<file path="src/rtl/spot_pkg.sv">
package spot_pkg;
   localparam int unsigned NUM_STATES = 5;
   localparam int unsigned STATE_W    = 3;

   typedef enum logic [STATE_W-1:0] {
      ST_IDLE   = 3'd0,
      ST_ONE    = 3'd1,
      ST_TEN    = 3'd2,
      ST_TENONE = 3'd3,
      ST_FULL   = 3'd4
   } spot_state_e;
endpackage

</file>
<file path="src/rtl/spot_tick_gen.sv">
module spot_tick_gen #(
   parameter int unsigned TICK_DIV = 33333333
) (
   input  logic clk,
   input  logic rst_n,
   output logic tick_en
);
   localparam int unsigned CW = $clog2(TICK_DIV + 1);
   localparam logic [CW-1:0] TERM = CW'(TICK_DIV);

   generate
      if (TICK_DIV < 1) begin : g_bad_div
         $error("spot_tick_gen: TICK_DIV must be at least 1");
      end
   endgenerate

   logic [CW-1:0] cnt_q;
   logic          phase_q;

   always_ff @(posedge clk or negedge rst_n) begin
      if (!rst_n) begin
         cnt_q   <= '0;
         phase_q <= 1'b0;
      end else if (cnt_q == TERM) begin
         cnt_q   <= '0;
         phase_q <= ~phase_q;
      end else begin
         cnt_q <= cnt_q + 1'b1;
      end
   end

   // tick on the slow phase's rising transition
   assign tick_en = (cnt_q == TERM) && !phase_q;

   AST_TICK_GAP: assert property (@(posedge clk) disable iff (!rst_n)
      tick_en |=> !tick_en);
endmodule

</file>
<file path="src/rtl/spot_fsm.sv">
module spot_fsm
   import spot_pkg::*;
(
   input  logic        clk,
   input  logic        rst_n,
   input  logic        tick_en,
   input  logic        bit_in,
   output spot_state_e state_q,
   output logic        hit
);
   spot_state_e nxt;

   always_comb begin
      nxt = ST_IDLE;
      hit = 1'b0;
      unique case (state_q)
         ST_IDLE:   nxt = bit_in ? ST_ONE    : ST_IDLE;
         ST_ONE:    nxt = bit_in ? ST_ONE    : ST_TEN;
         ST_TEN:    nxt = bit_in ? ST_TENONE : ST_IDLE;
         ST_TENONE: begin
            nxt = bit_in ? ST_FULL : ST_TEN;
            hit = bit_in;
         end
         ST_FULL:   nxt = bit_in ? ST_ONE    : ST_TEN;
         default:   nxt = ST_IDLE;
      endcase
   end

   always_ff @(posedge clk or negedge rst_n) begin
      if (!rst_n)       state_q <= ST_IDLE;
      else if (tick_en) state_q <= nxt;
   end

   AST_HOLD_OFF_TICK: assert property (@(posedge clk) disable iff (!rst_n)
      !tick_en |=> $stable(state_q));
   AST_HIT_TO_FULL: assert property (@(posedge clk) disable iff (!rst_n)
      (tick_en && hit) |=> (state_q == ST_FULL));
   AST_FULL_EXIT: assert property (@(posedge clk) disable iff (!rst_n)
      (tick_en && state_q == ST_FULL) |=> (state_q == ST_ONE || state_q == ST_TEN));
endmodule

</file>
<file path="src/rtl/spot_flag.sv">
module spot_flag (
   input  logic clk,
   input  logic rst_n,
   input  logic set_en,
   output logic seen_q
);
   always_ff @(posedge clk or negedge rst_n) begin
      if (!rst_n)      seen_q <= 1'b0;
      else if (set_en) seen_q <= 1'b1;
   end

   AST_FLAG_STICKY: assert property (@(posedge clk) disable iff (!rst_n)
      seen_q |=> seen_q);
   AST_FLAG_SET: assert property (@(posedge clk) disable iff (!rst_n)
      set_en |=> seen_q);
endmodule

</file>
<file path="src/rtl/pattern_spotter.sv">
module pattern_spotter
   import spot_pkg::*;
#(
   parameter int unsigned TICK_DIV = 33333333
) (
   input  logic                  clk,
   input  logic                  rst_n,
   input  logic                  serial_in,
   output logic                  seen_flag,
   output logic                  hit_pulse,
   output logic [NUM_STATES-1:0] state_oh
);
   logic        tick_en;
   spot_state_e st;

   spot_tick_gen #(.TICK_DIV(TICK_DIV)) u_tick (
      .clk     (clk),
      .rst_n   (rst_n),
      .tick_en (tick_en)
   );

   spot_fsm u_fsm (
      .clk     (clk),
      .rst_n   (rst_n),
      .tick_en (tick_en),
      .bit_in  (serial_in),
      .state_q (st),
      .hit     (hit_pulse)
   );

   spot_flag u_flag (
      .clk    (clk),
      .rst_n  (rst_n),
      .set_en (tick_en && hit_pulse),
      .seen_q (seen_flag)
   );

   generate
      for (genvar i = 0; i < NUM_STATES; i++) begin : g_oh
         assign state_oh[i] = (st == spot_state_e'(i));
      end
   endgenerate

   AST_ONE_HOT_VIEW: assert property (@(posedge clk) disable iff (!rst_n)
      $countones(state_oh) == 1);
endmodule

</file>
<file path="config.mk">
export PLATFORM = sky130hd
export DESIGN_NAME = pattern_spotter
export DESIGN_NICKNAME = d
export VERILOG_FILES = /design/src/rtl/spot_pkg.sv /design/src/rtl/spot_tick_gen.sv /design/src/rtl/spot_fsm.sv /design/src/rtl/spot_flag.sv /design/src/rtl/pattern_spotter.sv
export SDC_FILE = /design/constraint.sdc
export NUM_CORES = 1
export LEC_CHECK = 0
export CORE_UTILIZATION = 57
export DETAILED_ROUTE_END_ITERATION = 10
export GPL_TIMING_DRIVEN = 0
export PLACE_DENSITY = 0.77
export SLEW_MARGIN = 15
export SYNTH_ARGS = -nofsm -noshare
export SYNTH_HDL_FRONTEND = slang
export SYNTH_SLANG_ARGS = --single-unit
</file>
<file path="constraint.sdc">
create_clock -name clk -period 2.4 [get_ports clk]
set_clock_uncertainty 0.2 [all_clocks]
set_input_delay 0.36 -clock clk [delete_from_list [all_inputs] [get_ports clk]]
set_output_delay 0.36 -clock clk [all_outputs]
set_load 0.01 [all_outputs]
</file>
-- Word level (Yosys, flattened, before mapping)
Cells that the tools add are included.
Widths: inputs -> output; s select.
- register bits after elaboration: 30
- latch bits: 0
- RAM bits: 0
- memory bits (read-only): 0
- input port bits: 3
- logic and storage cells: 23
- memories kept: 0
- $add $sub $neg: 1
- $mul: 0
- div/mod/pow operators: 0
- order comparisons: 0
- equality and inequality tests: 5
- shift-type cells: 0
- multiplexer cells: 7
- bitwise operators: 1
- reductions and logical operators: 5
- operator list (kind ; number):
    $add 25x1->25 const B ; 1
    $eq 25x25->1 const B ; 1
    $mux 25 ; 1
    $pmux 3 s4 ; 1
    $eq 3x2->1 const B ; 2
    $mux 2 ; 2
    $eq 3x1->1 const B ; 1
    $eq 3x3->1 const B ; 1
    $logic_not 3->1 ; 1
    $mux 3 ; 1
    $logic_and 1x1->1 ; 2
    $mux 1 ; 2
    $reduce_or 2->1 ; 1
    $logic_not 1->1 ; 1
    $not 1->1 ; 1

-- Logic depth before layout (Yosys ltp)
Gate-level depths: netlist (run 1).
- depth after elaboration: 3
- mapped depth: 7

-- By module
A second synthesis (run 1) with hierarchy kept.
- cell total of the unflattened synthesis: 154
- area total of the unflattened synthesis: 1611.5 um2
- by module, submodules not included (module ; times used ; cells each ; area each (um2) ; sequential area each (um2)):
    spot_tick_gen ; 1 ; 126 ; 1353.8 ; 650.6
    spot_fsm ; 1 ; 20 ; 182.7 ; 75.1
    pattern_spotter ; 1 ; 6 ; 43.8 ; 0.0
    spot_flag ; 1 ; 2 ; 31.3 ; 25.0

-- Worst setup path before layout (run 1)
No wires, ideal clock.
- path kind: flip-flop to flip-flop
- start: register u_tick.cnt_q[1]
- end: register u_fsm.state_q[2]
- setup time: 0.125 ns
- arrival: 1.570 ns
- data required time: 2.075 ns
- setup slack: 0.505 ns
- stages on the path, launching flop included: 7
- clock period less this slack: 1.895 ns
- path through: dfrtp_1 inv_1 ha_1 nor4bb_1 nand3_1 nor3_1 mux2_2
- word-level cells in the longest chain between the ends: 2
- RTL lines (element ; line ; source):
    start: declaration ; spot_tick_gen.sv:17 ; logic [CW-1:0] cnt_q;
    start signal: assignment ; spot_tick_gen.sv:28 ; cnt_q <= cnt_q + 1'b1;
    $eq 25x25->1 ; spot_tick_gen.sv:33 ; assign tick_en = (cnt_q == TERM) && !phase_q;
    $logic_and 1x1->1 ; spot_tick_gen.sv:33 ;
    end signal: assignment ; spot_fsm.sv:31 ; else if (tick_en) state_q <= nxt;
    end: declaration ; spot_fsm.sv:8 ; output spot_state_e state_q,
No other way between the ends.
A chain may end at the register's enable or synchronous reset.

-- Worst setup path after layout (run 1)
- start: register u_tick.cnt_q[1]
- end: register u_tick.cnt_q[18]
- word-level cells in the longest chain between the ends: 2
- elaborated cells on any way between the ends: 3
- RTL lines (element ; line ; source):
    $add 25x1->25 / $eq 25x25->1 (equally long branches) ; spot_tick_gen.sv:28, spot_tick_gen.sv:24 ;
    $mux 25 * ; spot_tick_gen.sv:24 ; end else if (cnt_q == TERM) begin
Every way passes the cells marked *; elsewhere a longest branch is shown, timed or not.

==> results of run 1 <==
## worst paths after layout
path / startpoint / cells past startpoint / endpoint / slack, ns
hold reg to reg: u_tick.cnt_q[23] / 1 / u_tick.cnt_q[23] / 0.27
hold / removal: u_tick.cnt_q[23] / 1 / u_tick.cnt_q[23] / 0.27
setup reg to reg: u_tick.cnt_q[1] / 7 / u_tick.cnt_q[18] / 0.20
max in group asynchronous: rst_n / 2 / u_fsm.state_q[2] / 1.14
min in group asynchronous: rst_n / 2 / u_tick.cnt_q[16] / 0.39
setup / recovery: u_tick.cnt_q[1] / 7 / u_tick.cnt_q[18] / 0.20
## cell families after synthesis
group / count (synthesis)
compound gates: 19
xor+xnor: 16
fa+ha+maj: 2
buf+inv: 9
flops: 30
mux: 5
simple gates: 65
## layer usage
| metal | GRT usage, % | vias to the layer above | part of all wire [%] |
|---|---|---|---|
| met2 | 32.9 | 14 | 46 |
| li1 | - | 567 | - |
| met1 | 32.0 | 530 | 49 |
| met5 | 0 | - | 0 |
| met3 | 6.78 | 8 | 2.4 |
| met4 | 10.5 | 0 | 1.7 |
## synth_stat cells (all sizes together) (3+ instances only)
master | number | area (µm²)
o21ai | 7 | 35.0
dfrtp | 30 | 751
inv | 4 | 15.0
clkbuf | 3 | 11.3
nand3 | 8 | 65.1
nor3 | 7 | 35.0
o41ai | 3 | 26.3
nand2 | 10 | 37.5
nor2 | 10 | 37.5
xnor2 | 9 | 78.8
a21oi | 5 | 28.8
xor2 | 7 | 61.3
mux2i | 4 | 40.0
and3 | 4 | 25.0
nor3b | 4 | 30.0
and4 | 5 | 45.0
nand4 | 4 | 25.0
## registers in the layout, summed over array words and instances, names as in the netlist
name,count
u_tick.cnt_q,25
u_fsm.state_q,3
u_flag.seen_q,1
u_tick.phase_q,1
## final cells by class
class	count	share of cell area, %
plain buffers	3	0.935
clock buffers	5	2.16
clock inverters	3	2.30
inverters	4	0.863
multi-input cells	107	42.7
flip-flops and latches	30	43.3
well taps	30	2.16
repair buffers	10	5.61
## critical path: cells and delay by family, from the launching register on
family	cells	cell delay (ns)
buffers and inverters	2	0.37
adders and majority gates	1	0.15
DFF	1	0.42
and+or+nand+nor	3	0.88
AOI/OAI and AO/OA	1	0.07
## what timing repair did
item	4_1_cts	5_1_grt
hold buffers	1	0
resized for setup	1	2
setup endpoints to repair	2	1
endpoints found under the hold margin	30	0
## through the flow
step                cell area (µm²)  power (mW)  util (%)  worst slack (ns)  instances
global placement               1660       0.539      66.4             0.229        185
CTS                            1740       0.939      69.4           0.00436        192
global route                   1740       0.957      69.6            0.0101        192
finish                         1740       0.925      69.6             0.203        192
floorplan                      1530       0.522         -             0.505        146
detailed placement             1650       0.540      66.2             0.199        185
## where the power goes
group	switching (mW)	internal, mW
combinational	0.0138	0.00847
sequential	0.00168	0.506
clock	0.180	0.216
==> reports/qor.yml, run 1 <==
status: "finished, final reports clean"
holdWs_ns: 0.274
async_flop_share_pct: 100
cp.required_ns: 2.41
syn-num-nets: 151
start_util_pct: 61.3
antenna_cells: 0
synth_top_family_by_area: "simple AND/OR/NAND/NOR gates"
clockBufferDepth: 2
dp_hpwl_um: 1940
power.density_nw_per_um2: 532
htree_levels: 2
synth_xor_area_share_pct: 9.15
syn_inst: 146
clk_pin_slew_ns: 0.10
drv_cap: 0
grt_pass1_wl_um: 4620
synthAdderAreaFrac_pct: 1.63
die_x_um: 53.8
grt.overflow.total: 0
final-max-slew-violation-count: 0
ios: 10
place.gp.congestion: 0.796
syn_to_final_growth_pct: 13.6
via_per_inst: 5.83
synth_mux_area_share_pct: 3.35
vias: 1119
ys_seq_elements: 30
port_buffers: 9
cts_sinks: 30
core_um2: 2500
rsz0062_at_grt: "false"
fmax_mhz: 455
drc_errors: 0
period_needed_ns: 2.20
cts-buffers-inserted: 5
synth_compound_area_share_pct: 7.92
worstSetupPathType: "reg2reg"
root_buffer: "clkbuf_4"
fin_nets: 166
fillers: 179
max_stage_delay_ns: 0.42
setup_viol: 0
p_leak_nw: 0.750
synth_edf_count: 0
post-route-period-util_pct: 91.5
final_cell_mix: "28 x dfrtp_1, 10 x nand2_1, 10 x nor2_1, 9 x xnor2_1"
syn_area_per_cell_um2: 10.5
cp_max_fo: 10
antenna_found_initial: 0
final_common_cell: "dfrtp_1"
worst_pin_slew_ns: 0.675
tns_ns: 0
wire_per_inst_um: 14.9
yosys_warnings: 0
dieArea_um2: 2900
cts_tree: "built"
syn_area_um2: 1530
antenna_left: 0
synthSimpleGateAreaFrac_pct: 26.4
cts_setup_buffers: 0
drt_wl_total_um: 2860
crit_arrival_ns: 2.21
cp_cell_sequence: "inv_1 > ha_1 > nor4bb_1 > nand3_1 > nor2_1 > buf_2 > a21oi_1"
hold_class: "reg2reg"
die_h_um: 53.8
ys_seq_area_share_pct: 49.0
slew_headroom_pct: 55.0
critPathLaunchType: "flip-flop"
synth_flop_cell: "dfrtp_1"
clock_latency_ns: 0.33
yosys.cell_types.count: 37
hold_viol_final: 0
grt_pass1_vias: 1014
first_iter_violations: 26
slowest_stage: "dfrtp_1"
setup.worst_path.end_class: "flip-flop"
seq_area_um2: 753
grtUsageTotal_pct: 23.1
drive_gt1_share_pct: 12.3
ir_worst_vdd_v: 0.000507
rows: 18
dr.pass1.iters: 4
multi_input_area_um2: 742
grt_max_degree: 31
Note: power is estimated with default switching activity, not from simulation.
==> run 2: changes to the inputs <==
Settings changed: ABC_AREA from default to 1, CORE_MARGIN from default to 2, CORE_UTILIZATION 57 to 59, PLACE_DENSITY 0.77 to 0.79.
==> run 2 against run 1 <==
Compared with the run above: wire length rose by 26%; core utilization fell by 1.5 points; critical path type is now reg2out; die area rose by 25%; synthesized cell count rose by 86%; non-clock buffer count fell by 2; via count rose by 40%; worst setup slack got worse by 0.042 ns; clock power fell by 26%; final cell count rose by 73%.
==> reports/qor.yml, run 2 <==
synth_most_common_cell: "nand2_1"  # was dfrtp_1
post-route-period-util_pct: 93.3  # was 91.5%
drt_wl_total_um: 3600  # was 2860 µm
tns_ns: 0  # unchanged
final-max-slew-violation-count: 0  # unchanged
antenna_found_initial: 0  # unchanged
cts_sinks: 30  # unchanged
place.gp.congestion: 0.820  # was 0.796
antenna_left: 0  # unchanged
dp_hpwl_um: 2730  # was 1940 µm
synth_edf_count: 0  # unchanged
grt_pass1_wl_um: 6070  # was 4620 µm
largest_reg_flops: 25  # unchanged
hold_class: "reg2reg"  # unchanged
vias: 1572  # was 1,119
port_buffers: 9  # unchanged
synthAdderAreaFrac_pct: 1.35  # was 1.63%
yosys_warnings: 0  # unchanged
final_common_cell: "nand2_1"  # was dfrtp_1
drive_gt1_share_pct: 10.8  # was 12.3%
yosys.cell_types.count: 20  # was 37
core_um2: 3030  # was 2500 µm²
root_buffer: "clkbuf_4"  # unchanged
setup_viol: 0  # unchanged
grtUsageTotal_pct: 23.0  # was 23.1%
dieArea_um2: 3620  # was 2900 µm²
syn_to_final_growth_pct: 10.8  # was 13.6%
synth_flop_cell: "dfrtp_1"  # unchanged
async_flop_share_pct: 100  # unchanged
via_per_inst: 4.73  # was 5.83
grt_pass1_vias: 1431  # was 1,014
first_iter_violations: 71  # was 26
ir_worst_vdd_v: 0.000357  # was 0.000507 V
p_leak_nw: 1.03  # was 0.750 nW
rsz0062_at_grt: "false"  # unchanged
reg_top3: "u_tick.cnt_q (25), u_fsm.state_q (3)"  # unchanged
power.density_nw_per_um2: 394  # was 532 nW/µm²
hold_viol_final: 0  # unchanged
setup_ws_ns: 0.161  # was 0.203 ns
dp_slack_ns: 0.213  # was 0.199 ns
synth_largest_area_cell: "dfrtp_1"  # unchanged
setup.worst_path.end_class: "primary output"  # was flip-flop
die_h_um: 60.1  # was 53.8 µm
ios: 10  # unchanged
final_cell_mix: "81 x nand2_1, 59 x nor2_1, 39 x inv_1, 30 x dfrtp_1, 16 x nand3_1"  # was 28 x dfrtp_1, 10 x nand2_1, 10 x nor2_1, 9 x xnor2_1
synth_mux_area_share_pct: 0  # was 3.35%
internal-power_mw: 0.640  # was 0.730 mW
fmax_mhz: 447  # was 455 MHz
worstSetupPathType: "reg2out"  # was reg2reg
synth_compound_area_share_pct: 0.808  # was 7.92%
p_sw_mw: 0.171  # was 0.195 mW
power_frac_comb_pct: 1.7  # was 2.4%
worst_pin_slew_ns: 0.660  # was 0.675 ns
slew_headroom_pct: 56.0  # was 55.0%
period_needed_ns: 2.24  # was 2.20 ns
cts_tree: "built"  # unchanged
ys_seq_area_share_pct: 40.4  # was 49.0%
critPathLaunchType: "flip-flop"  # unchanged
multi_input_area_um2: 943  # was 742 µm²
clockPowerShare_pct: 36.0  # was 42.7%
syn_area_um2: 1860  # was 1530 µm²
crit_arrival_ns: 1.68  # was 2.21 ns
cp_max_fo: 7  # was 10
synth_top_family_by_area: "simple AND/OR/NAND/NOR gates"  # unchanged
die_x_um: 60.1  # was 53.8 µm
cts_setup_buffers: 0  # unchanged
yosys.area.top_type_share_pct: 40.4  # was 49.0%
antenna_cells: 0  # unchanged
drv_cap: 0  # unchanged
htree_levels: 2  # unchanged
clk_pin_slew_ns: 0.08  # was 0.10 ns
synth_top_cells_by_count: "81 x nand2_1, 59 x nor2_1, 39 x inv_1"  # was 30 x dfrtp_1, 10 x nand2_1, 10 x nor2_1
ys_seq_elements: 30  # unchanged
rows: 20  # was 18
pwr-share-seq_pct: 62.3  # was 54.9%
cp.required_ns: 1.84  # was 2.41 ns
holdWs_ns: 0.275  # was 0.274 ns
drc_errors: 0  # unchanged
seq_area_um2: 751  # was 753 µm²
sw_frac_of_total_pct: 21.1  # about the same
start_util_pct: 61.4  # was 61.3%
status: "finished, final reports clean"  # unchanged
wire_per_inst_um: 10.8  # was 14.9 µm
syn_inst: 272  # was 146
grt_max_degree: 31  # unchanged
clockBufferDepth: 2  # unchanged
syn_area_per_cell_um2: 6.84  # was 10.5 µm²
synth_xor_area_share_pct: 5.18  # was 9.15%
fillers: 285  # was 179
synthSimpleGateAreaFrac_pct: 43.4  # was 26.4%
clock_latency_ns: 0.33  # about the same
fin_nets: 294  # was 166
cts-buffers-inserted: 5  # unchanged
grt.overflow.total: 0  # unchanged
largest_register: "u_tick.cnt_q"  # unchanged
dr.pass1.iters: 4  # unchanged
syn-num-nets: 277  # was 151
synthTopCellsByArea: "dfrtp_1 40%, nand2_1 16%, nor2_1 12%"  # was dfrtp_1 49%, xnor2_1 5.1%, xor2_1 4.0%
## run 2: cell types whose count changed after synthesis, moves of 4 or more
cell     change
and3_1       -4
and4_1       -4
inv_1       +35
mux2i_1      -4
nand2_1     +71
nand2_2      +6
nand3_1     +10
nor2_1      +49
nor2_2       +7
nor2_4       +6
nor3_1       -4
nor3b_1      -4
o21ai_0      -5
xnor2_1      -4
## run 2: through the flow
| stage | util, % | std cells | cell area [µm²] | power [mW] |
|---|---|---|---|---|
| floorplan | - | 272 | 1860 | 0.516 |
| global placement | 66.2 | 325 | 2000 | 0.530 |
| detailed placement | 66.0 | 325 | 2000 | 0.529 |
| CTS | 68.1 | 332 | 2060 | 0.826 |
| global route | 68.1 | 332 | 2060 | 0.845 |
| finish | 68.1 | 332 | 2060 | 0.811 |
## run 2: final timing paths
| path | slack (ns) | cells past startpoint | endpoint | startpoint |
|---|---|---|---|---|
| min in group asynchronous | 0.39 | 2 | u_tick.cnt_q[15] | rst_n |
| worst min register to register | 0.27 | 2 | u_flag.seen_q | u_flag.seen_q |
| worst min-delay path | 0.27 | 2 | u_flag.seen_q | u_flag.seen_q |
| worst max register to register | 0.71 | 8 | u_fsm.state_q[2] | u_tick.cnt_q[0] |
| worst max-delay path | 0.16 | 5 | hit_pulse | u_fsm.state_q[1] |
| max in group asynchronous | 1.18 | 2 | u_tick.cnt_q[24] | rst_n |
## run 2: metal layers
| metal | share of wire (%) | vias up | global-route usage [%] |
|---|---|---|---|
| met4 | 2.0 | 0 | 10.2 |
| met3 | 2.9 | 7 | 6.06 |
| met1 | 48 | 706 | 29.2 |
| met5 | 0 | - | 0 |
| met2 | 47 | 17 | 36.8 |
| li1 | - | 842 | - |
## run 2: critical path, cell delays in order, from the launching register on
cell	delay, ns
dfrtp_1	0.44
nand2_1	0.08
inv_1	0.07
nand2_1	0.07
nor2_1	0.13
clkdlybuf4s50_1	0.56
## run 2: power groups by stage
stage,Sequential (mW),Combinational (mW),Clock [mW]
3_3_place_gp,0.515,0.0145,0
3_5_place_dp,0.515,0.0137,0
5_1_grt,0.505,0.0169,0.323
4_1_cts,0.505,0.0149,0.306
6_report,0.505,0.0140,0.292
2_1_floorplan,0.515,0.000867,0
## run 2: kinds of logic after synthesis
group	Yosys count
AOI/OAI and AO/OA	3
DFF	30
xor gates and xnor gates	11
adders and majority gates	2
and+or+nand+nor	183
buffers and inverters	43
## run 2: repair_timing
item,CTS,global route
endpoints found under the hold margin,30,0
hold buffers,1,0
gates resized for setup,0,0
## run 2: final cells by class
class / count / area share (%)
timing repair buffer: 10 / 4.61
inverter: 42 / 7.65
sequential: 30 / 36.4
clock buffer: 6 / 2.49
buffer: 1 / 0.364
tap: 44 / 2.67
multi-input combinational: 199 / 45.8
==> run 3: changes to the inputs <==
Settings changed: ABC_AREA 1 to 0, CORE_UTILIZATION 59 to 57, PLACE_DENSITY 0.79 to 0.77.
==> run 3 against run 2 <==
Compared with the run above: first-iteration DRC count is 73% lower; via count is 28% lower; global-route usage is 2.2 points lower; wire length is 16% lower; critical path type is now reg2reg.
==> reports/qor.yml, run 3 (synthesis results as in run 1) <==
reg2reg_to: "u_fsm.state_q[2]"  # unchanged
start_util_pct: 60.7  # was 61.4%
cp-endpoint: "u_fsm.state_q[2]"  # was hit_pulse
drv_cap: 0  # unchanged
ir_worst_vdd_v: 0.000506  # was 0.000357 V
path_delay_family: "simple AND/OR/NAND/NOR gates"  # was buffers and inverters
rows: 18  # was 20
crit_arrival_ns: 2.21  # was 1.68 ns
wire_per_inst_um: 15.7  # was 10.8 µm
vias: 1129  # was 1,572
r2r_start: "u_tick.cnt_q[1]"  # was u_tick.cnt_q[0]
grt_pass1_wl_um: 5110  # was 6070 µm
antenna_cells: 0  # unchanged
drc_errors: 0  # unchanged
die_h_um: 55.8  # was 60.1 µm
largest_reg_flops: 25  # unchanged
antenna_found_initial: 0  # unchanged
grt_pass1_vias: 1141  # was 1,431
cts_setup_buffers: 0  # unchanged
drt_wl_total_um: 3010  # was 3600 µm
worstSetupPathType: "reg2reg"  # was reg2out
final_cell_area_um2: 1750  # was 2060 µm²
reg_top3: "u_tick.cnt_q (25), u_fsm.state_q (3)"  # unchanged
setup.worst_path.end_class: "flip-flop"  # was primary output
slowest_stage: "dfrtp_1"  # was clkdlybuf4s50_1
hold_class: "reg2reg"  # unchanged
tns_ns: 0  # unchanged
seq_area_um2: 753  # was 751 µm²
via_per_inst: 5.88  # was 4.73
syn_to_final_growth_pct: 14.1  # was 10.8%
cts-buffers-inserted: 5  # unchanged
slew_headroom_pct: 56.5  # was 56.0%
cts_sinks: 30  # unchanged
cp_max_fo: 9  # was 7
fillers: 201  # was 285
root_buffer: "clkbuf_4"  # unchanged
cts_tree: "built"  # unchanged
post-route-period-util_pct: 91.7  # was 93.3%
dr.pass1.iters: 4  # unchanged
ios: 10  # unchanged
port_buffers: 9  # unchanged
place_area_um2: 1650  # was 2000 µm²
antenna_left: 0  # unchanged
worstSetupStartpoint: "u_tick.cnt_q[1]"  # was u_fsm.state_q[1]
status: "finished, final reports clean"  # unchanged
clock_latency_ns: 0.33  # about the same
final-max-slew-violation-count: 0  # unchanged
reg2reg_setup_slack_ns: 0.20  # was 0.71 ns
grtUsageTotal_pct: 20.9  # was 23.0%
hold_viol_final: 0  # unchanged
p_total_mw: 0.924  # was 0.811 mW
place.gp.congestion: 0.789  # was 0.820
ff2ff_path_depth: 6  # was 8
multi_input_area_um2: 749  # was 943 µm²
worst-path-stages: 6  # was 5
cp.required_ns: 2.41  # was 1.84 ns
dieArea_um2: 3120  # was 3620 µm²
period_needed_ns: 2.20  # was 2.24 ns
clockBufferDepth: 2  # unchanged
fmax_mhz: 454  # was 447 MHz
critPathLaunchType: "flip-flop"  # unchanged
htree_levels: 2  # unchanged
first_iter_violations: 19  # was 71
dp_hpwl_um: 1980  # was 2730 µm
core_um2: 2520  # was 3030 µm²
grt.overflow.total: 0  # unchanged
max_stage_delay_ns: 0.42  # was 0.56 ns
final_cell_mix: "28 x dfrtp_1, 10 x nand2_1, 9 x nor2_1, 9 x xnor2_1"  # was 81 x nand2_1, 59 x nor2_1, 39 x inv_1, 30 x dfrtp_1, 16 x nand3_1
final_common_cell: "dfrtp_1"  # was nand2_1
rsz0062_at_grt: "false"  # unchanged
power.density_nw_per_um2: 529  # was 394 nW/µm²
path_buf_inv: 1  # was 2
worst_pin_slew_ns: 0.652  # was 0.660 ns
drive_gt1_share_pct: 13.6  # was 10.8%
grt_max_degree: 31  # unchanged
largest_register: "u_tick.cnt_q"  # unchanged
clk_pin_slew_ns: 0.10  # was 0.08 ns
fin_nets: 166  # was 294
cp_cell_sequence: "inv_1 > ha_1 > nor4bb_1 > nand3_2 > nor3_1 > mux2_2"  # was nand2_1 > inv_1 > nand2_1 > nor2_1 > clkdlybuf4s50_1
p_leak_nw: 0.750  # was 1.03 nW
die_x_um: 55.8  # was 60.1 µm
setup_viol: 0  # unchanged
-- run 3: changes by cell type in the layout (fill, tap and decap cells not counted), sizes merged, moves of 5 or more --
cell / change
and4: +5
nand2: -78
o21ai: +5
inv: -38
nand3: -8
nor2: -62
-- run 3: layout make-up --
cell class	instances	share of cell area, %
sequential	30	43.1
multi-input combinational	107	42.9
timing repair buffer	10	5.59
clock inverter	3	2.29
clock buffer	5	2.15
tap	30	2.15
buffer	3	0.931
inverter	4	0.860
-- run 3: per-layer routing --
metal  part of all wire (%)  up-vias  global-route usage (%)
li1                       -      561                       -
met1                     48      544                    27.6
met2                     48       19                    32.8
met3                    2.4        5                    7.21
met4                    1.4        0                    5.78
met5                      0        -                       0
-- run 3: worst min path at each step --
stage	start	endpoint	slack, ns	cells after the start
CTS	u_tick.cnt_q[23]	u_tick.cnt_q[23]	0.29	1
global route	u_tick.cnt_q[23]	u_tick.cnt_q[23]	0.31	1
detailed placement	rst_n	u_tick.cnt_q[19]	0.23	1
floorplan	rst_n	u_flag.seen_q	-0.14	0
global placement	u_tick.cnt_q[23]	u_tick.cnt_q[23]	0.25	1
finish	u_tick.cnt_q[23]	u_tick.cnt_q[23]	0.28	1
-- run 3: through the flow --
stage	setup slack [ns]	utilization, %	instances	hold slack (ns)
final	0.199	69.2	192	0.284
after global routing	0.0543	69.2	192	0.309
after CTS	0.00647	68.8	192	0.289
after detailed placement	0.214	65.6	185	0.225
after global placement	0.218	65.8	185	0.250
after floorplan	0.505	-	146	-0.136
-- run 3: repair_timing --
action / in CTS / in global routing
hold endpoints to repair: 30 / 0
hold buffers: 1 / 0
resized for setup: 0 / 5
endpoints found under the setup margin: 2 / 11
-- run 3: worst reg2reg max path, delay by kind of cell, from the launching register on --
family	cells	cell delay, ns
mux	1	0.37
buf+inv	1	0.07
fa+ha+maj	1	0.15
simple gates	3	0.88
flops	1	0.42
-- run 3: power breakdown --
group          switching (mW)  internal, mW
sequential            0.00179         0.506
clock                   0.179         0.216
combinational          0.0137       0.00847
